**config.mk**
```make
export PLATFORM = sky130hd
export DESIGN_NAME = ctl_status_seq
export DESIGN_NICKNAME = d
export VERILOG_FILES = /design/src/rtl/ctl_status_pkg.sv /design/src/rtl/ctl_status_flags.sv /design/src/rtl/ctl_status_fsm.sv /design/src/rtl/ctl_status_cmd.sv /design/src/rtl/ctl_status_seq.sv
export SDC_FILE = /design/constraint.sdc
export NUM_CORES = 1
export LEC_CHECK = 0
export BUFFER_PORTS_ARGS = -buffer_cell sky130_fd_sc_hd__buf_4
export CAP_MARGIN = 20
export CORE_AREA = 4 4 41 43
export DETAILED_ROUTE_END_ITERATION = 8
export DIE_AREA = 0 0 45 47
export PLACE_DENSITY_LB_ADDON = 0.1
export SYNTH_ARGS = -nofsm -noshare
export SYNTH_HDL_FRONTEND = slang
export SYNTH_SLANG_ARGS = --single-unit
```
**constraint.sdc**
```tcl
create_clock -name clk -period 2.4 [get_ports clk]
set_input_delay 0.36 -clock clk [delete_from_list [all_inputs] [get_ports clk]]
set_output_delay 0.36 -clock clk [all_outputs]
set_load 0.02 [all_outputs]
```
**src/rtl/ctl_status_pkg.sv**
```systemverilog
package ctl_status_pkg;

    localparam int CMD_W = 4;

    typedef enum logic [1:0] {
        PH_IDLE,
        PH_DATA,
        PH_STAT,
        PH_ZLPW
    } phase_e;

    typedef enum logic [2:0] {
        RSP_NONE,
        RSP_ZLP,
        RSP_ACK,
        RSP_STALL,
        RSP_NAK
    } rsp_e;

    typedef struct packed {
        logic setup;
        logic data_done;
        logic dir_in;
        logic in_tok;
        logic host_zlp;
        logic host_ack;
    } pkt_ev_t;

    typedef struct packed {
        logic arm;
        logic stall;
        logic irq_clr;
        logic done_clr;
    } fw_wr_t;

    typedef struct packed {
        logic auto_ack;
        logic stall;
        logic irq;
        logic done;
    } flags_t;

    typedef struct packed {
        logic complete;
        logic done_set;
        logic irq_set;
    } fsm_evt_t;

    // Answer to a status-stage event given the current firmware flags.
    function automatic rsp_e stat_answer(logic stalled, logic armed, logic dir_in);
        if (stalled)
            return RSP_STALL;
        else if (armed)
            return dir_in ? RSP_ACK : RSP_ZLP;
        else
            return RSP_NAK;
    endfunction

    // Bit order of the command vector: {zlp, ack, stall, nak}.
    function automatic logic [CMD_W-1:0] rsp_onehot(rsp_e r);
        logic [CMD_W-1:0] v;
        v = '0;
        case (r)
            RSP_ZLP:   v[3] = 1'b1;
            RSP_ACK:   v[2] = 1'b1;
            RSP_STALL: v[1] = 1'b1;
            RSP_NAK:   v[0] = 1'b1;
            default:   v = '0;
        endcase
        return v;
    endfunction

endpackage

```
**src/rtl/ctl_status_flags.sv**
```systemverilog
module ctl_status_flags
    import ctl_status_pkg::*;
(
    input  logic     clk,
    input  logic     rst,
    input  logic     setup_i,
    input  fw_wr_t   fw_i,
    input  fsm_evt_t evt_i,
    output flags_t   flags_o
);

    flags_t flg_q;

    always_ff @(posedge clk) begin
        if (rst) begin
            flg_q <= '0;
        end else begin
            if (setup_i)
                flg_q.auto_ack <= 1'b0;
            else if (fw_i.arm)
                flg_q.auto_ack <= 1'b1;
            else if (evt_i.complete)
                flg_q.auto_ack <= 1'b0;

            if (setup_i)
                flg_q.stall <= 1'b0;
            else if (fw_i.stall)
                flg_q.stall <= 1'b1;

            if (evt_i.irq_set)
                flg_q.irq <= 1'b1;
            else if (fw_i.irq_clr)
                flg_q.irq <= 1'b0;

            if (evt_i.done_set)
                flg_q.done <= 1'b1;
            else if (fw_i.done_clr)
                flg_q.done <= 1'b0;
        end
    end

    assign flags_o = flg_q;

endmodule

```
**src/rtl/ctl_status_fsm.sv**
```systemverilog
module ctl_status_fsm
    import ctl_status_pkg::*;
(
    input  logic     clk,
    input  logic     rst,
    input  pkt_ev_t  ev_i,
    input  logic     armed_i,
    input  logic     stalled_i,
    output rsp_e     rsp_o,
    output fsm_evt_t evt_o
);

    phase_e ph_q, ph_d;
    logic   dir_q, dir_d;
    rsp_e   rsp_q, rsp_d;
    logic   stat_ev;

    assign stat_ev = dir_q ? ev_i.host_zlp : ev_i.in_tok;

    always_comb begin
        ph_d  = ph_q;
        dir_d = dir_q;
        rsp_d = RSP_NONE;
        evt_o = '0;
        if (ev_i.setup) begin
            ph_d = PH_DATA;
        end else begin
            case (ph_q)
                PH_DATA: begin
                    if (ev_i.data_done) begin
                        ph_d  = PH_STAT;
                        dir_d = ev_i.dir_in;
                        evt_o.irq_set = !armed_i && !stalled_i;
                    end
                end
                PH_STAT: begin
                    if (stat_ev) begin
                        rsp_d = stat_answer(stalled_i, armed_i, dir_q);
                        if (rsp_d == RSP_ACK) begin
                            evt_o.complete = 1'b1;
                            ph_d = PH_IDLE;
                        end else if (rsp_d == RSP_ZLP) begin
                            ph_d = PH_ZLPW;
                        end
                    end
                end
                PH_ZLPW: begin
                    if (ev_i.host_ack) begin
                        evt_o.complete = 1'b1;
                        evt_o.done_set = 1'b1;
                        ph_d = PH_IDLE;
                    end else if (ev_i.in_tok) begin
                        rsp_d = stat_answer(stalled_i, armed_i, 1'b0);
                    end
                end
                default: ph_d = ph_q;
            endcase
        end
    end

    always_ff @(posedge clk) begin
        if (rst) begin
            ph_q  <= PH_IDLE;
            dir_q <= 1'b0;
            rsp_q <= RSP_NONE;
        end else begin
            ph_q  <= ph_d;
            dir_q <= dir_d;
            rsp_q <= rsp_d;
        end
    end

    assign rsp_o = rsp_q;

endmodule

```
**src/rtl/ctl_status_cmd.sv**
```systemverilog
module ctl_status_cmd
    import ctl_status_pkg::*;
(
    input  rsp_e             rsp_i,
    output logic [CMD_W-1:0] cmd_o
);

    assign cmd_o = rsp_onehot(rsp_i);

endmodule

```
**src/rtl/ctl_status_seq.sv**
```systemverilog
module ctl_status_seq
    import ctl_status_pkg::*;
(
    input  logic clk,
    input  logic rst,
    input  logic setup_rx_i,
    input  logic data_done_i,
    input  logic dir_in_i,
    input  logic in_tok_i,
    input  logic host_zlp_i,
    input  logic host_ack_i,
    input  logic fw_arm_i,
    input  logic fw_stall_i,
    input  logic fw_irq_clr_i,
    input  logic fw_done_clr_i,
    output logic send_zlp_o,
    output logic send_ack_o,
    output logic send_stall_o,
    output logic send_nak_o,
    output logic auto_ack_o,
    output logic stall_o,
    output logic irq_o,
    output logic done_o
);

    pkt_ev_t          ev;
    fw_wr_t           fw;
    fsm_evt_t         evt;
    flags_t           flg;
    rsp_e             rsp;
    logic [CMD_W-1:0] cmd;

    assign ev = '{setup: setup_rx_i, data_done: data_done_i, dir_in: dir_in_i,
                  in_tok: in_tok_i, host_zlp: host_zlp_i, host_ack: host_ack_i};
    assign fw = '{arm: fw_arm_i, stall: fw_stall_i,
                  irq_clr: fw_irq_clr_i, done_clr: fw_done_clr_i};

    ctl_status_fsm u_fsm (
        .clk       (clk),
        .rst       (rst),
        .ev_i      (ev),
        .armed_i   (flg.auto_ack),
        .stalled_i (flg.stall),
        .rsp_o     (rsp),
        .evt_o     (evt)
    );

    ctl_status_flags u_flags (
        .clk     (clk),
        .rst     (rst),
        .setup_i (setup_rx_i),
        .fw_i    (fw),
        .evt_i   (evt),
        .flags_o (flg)
    );

    ctl_status_cmd u_cmd (
        .rsp_i (rsp),
        .cmd_o (cmd)
    );

    assign {send_zlp_o, send_ack_o, send_stall_o, send_nak_o} = cmd;
    assign auto_ack_o = flg.auto_ack;
    assign stall_o    = flg.stall;
    assign irq_o      = flg.irq;
    assign done_o     = flg.done;

endmodule

```
==> flow_metrics.tcl <==
set metrics [dict create \
    min_from "fw_stall_i" \
    hold_viol 0 \
    period_share 0.6110 \
    wl_per_cell_microns 11.51 \
    rsz0062_at_grt "false" \
    synth_area_sq_um 550.5 \
    rr_worst_depth 6 \
    cts_tree "yes" \
    yosys.area_share.xor_xnor 0 \
    clock-skew-final_ns 0.002560 \
    finalSetupTns_ns 0 \
    root_buffer "clkbuf_4" \
    synth-seq-area-share 0.3636 \
    syn_area_per_cell_sq_um 8.341 \
    n_antenna_cell 0 \
    cp-start-kind "flip-flop" \
    path_cells "inv_1, ha_1, and2b_2, o21a_1, o21ai_0, nor2_1" \
    setup_ws_ns 0.9337 \
    drt_iter0_drc 8 \
    coreArea_sq_um 1301 \
    cts_buffers 3 \
    grt-ovfl-total 0 \
    fp.dieH_microns 47 \
    startpoint "u_fsm.ph_q[0]" \
    die_x_microns 45 \
    rows 13 \
    yosysWarningCount 0 \
    die_area_sq_um 2115 \
    synth_cell_types 25 \
    cpPeakStageDelay_ns 0.37 \
    grt_pass1_vias 484 \
    n_fill_cell 131 \
    synth-compound-area-share 0.2182 \
    final_max_slew_viol_count 0 \
    via_count 528 \
    worst-setup-path-type "reg -> reg" \
    worstReg2RegStart "u_fsm.ph_q[0]" \
    slew_headroom 0.7745 \
    portBuffers 19 \
    dominantRegCellSynth "dfxtp_1" \
    place_hpwl_microns 938.8 \
    synth_top_family_by_area "simple AND/OR/NAND/NOR gates" \
    synthAdderAreaFrac 0.06818 \
    cp-end-kind "flip-flop" \
    cts_hold_buf 0 \
    area_growth_pct 35.91 \
    drive_above_1_share 0.3034 \
    worst_path_max_delay_cell "dfxtp_1" \
    synth_edf_count 0 \
    max-vdd-ir-drop_mv 0.3242 \
    yosys.area.top_type "dfxtp_1" \
    ctsResizeCount 0 \
    drv_cap 0 \
    fmax_mhz 682.0 \
    grt_max_degree 9 \
    final_antenna_net_count 0 \
    p_per_area_nw_per_um2 530.5 \
    synth_top_area_frac 0.3636 \
    cts_sinks 10 \
    max-clock-path-buffers 2 \
    synth_simple_gate_area_frac 0.2477 \
    ys_top_cells_by_area "dfxtp_1, ha_1, mux2i_1" \
    drc 0 \
    muxShareOfSynthArea 0.05455 \
    final_nets 105 \
    clk_pin_slew_worst_paths_ns 0.07 \
    arrival_ns 1.63 \
    holdPathStages 2 \
    crit_required_ns 2.56 \
    synth_nets 81 \
    leakage_uw 0.0003347 \
    insertion_delay_ns 0.27 \
    grt_pass1_wl_mm 2.097 \
    firstDrtPassIters 4 \
    synth_cells 66 \
    start_util 0.4231 \
    synth-seq-cells 10 \
    cp_max_fo 6 \
    fin_crit_ns 1.466 \
    synthTopCellsByCount "dfxtp_1, inv_1, nor2_1" \
    async_flop_share 0 \
    drt_wl_total_mm 1.197 \
    status "complete, no violations" \
    grtUsageTotal 0.1397 \
    viasPerCell 5.077 \
    post-synth-top-count-cell "dfxtp_1" \
    finalSetupViolCount 0 \
    pre_cts_ws_ns 0.9405 \
    gp_congestion 0.7015 \
    h-tree-depth 1 \
    boundaryPins 20 \
    post_cts_buffers 0 \
    antenna_found_initial 0 \
    hold_class "in -> reg" \
    worstMarginPinSlew_ns 0.3369 \
]
[cell type report]
type	instances	area, sq um	share of cell area
Clock buffer	4	36.28	0.04849
Inverter	7	26.28	0.03512
Multi-Input combinational cell	49	324.1	0.4331
Sequential cell	10	200.2	0.2676
Tap cell	15	18.77	0.02508
Timing Repair Buffer	19	142.6	0.1906
[critical path, delay by kind of cell (launching register included)]
family,cells,cell delay (ns)
fa+ha+maj,1,0.25
flops,1,0.37
compound gates,2,0.37
simple gates,2,0.29
buf+inv,1,0.06
[path summary, 6_finish.rpt]
| check | to | slack, ns |
|---|---|---|
| max | u_fsm.rsp_o[0] | 0.93 |
| min | u_flags.flags_o[2] | 0.28 |
| max reg2reg | u_fsm.rsp_o[0] | 0.93 |
| min reg2reg | u_flags.flags_o[0] | 0.49 |
[metrics by stage]
stage	instances	utilization	hold WS (ns)	instance area, sq um	power, uW
global route	104	0.5750	0.2937	748.2	419.0
detailed placement	100	0.5471	0.4890	711.9	245.0
floorplan	66	-	0.4291	550.5	216.7
global placement	100	0.5471	0.4716	711.9	244.2
finish	104	0.5750	0.2827	748.2	396.9
CTS	104	0.5750	0.2798	748.2	402.7
[state kept, by name, summed over array words and instances, names as in the netlist]
| register | count |
|---|---|
| u_flags.flags_o | 4 |
| u_fsm.dir_q | 1 |
| u_fsm.ph_q | 2 |
| u_fsm.rsp_o | 3 |
[power breakdown]
group	total, uW	internal (uW)	switching, uW	leakage [uW]
combinational	62.6	33.3	29.3	0.000232
clock	156	92.3	63.5	0.0000210
sequential	179	172	6.92	0.0000814
[cell families (layout without fill, tap and decap cells)]
kind of cell | Yosys count | in the layout
AND/OR/NAND/NOR | 26 | 26
AO/OA/AOI/OAI | 17 | 17
flip-flops | 10 | 10
buffers and inverters | 7 | 30
adder cells (fa/ha/maj) | 3 | 3
multiplexers | 3 | 3
[metal layers]
metal  up-vias  global-route usage  share of wire
met5         -                   0              0
met4         0              0.1053          0.023
met3         4             0.02682          0.078
met2        20              0.1864           0.42
met1       229              0.1959           0.48
li1        275                   -              -
[cells in the final DEF (no fill, tap or decap)]
master    synthesis  layout
and3_2            1       1
inv_1             7       7
a21boi_0          1       1
and3b_1           1       1
o31a_1            1       1
o21a_1            3       3
o22ai_1           1       1
a21oi_1           4       4
a21bo_2           1       1
dfxtp_1          10      10
and2b_2           1       1
ha_1              3       3
clkbuf_4          0       3
buf_4             0      19
o221ai_1          1       1
o31ai_1           1       1
nand2_1           6       6
a31oi_1           1       1
nor4_1            1       1
nor3_1            3       3
nand2b_1          2       2
a211oi_2          1       1
nor2_1            7       7
clkbuf_8          0       1
nor2b_1           1       1
o21ai_0           2       2
nor3b_1           3       3
mux2i_1           3       3
Power figures use the tool's default switching activity.
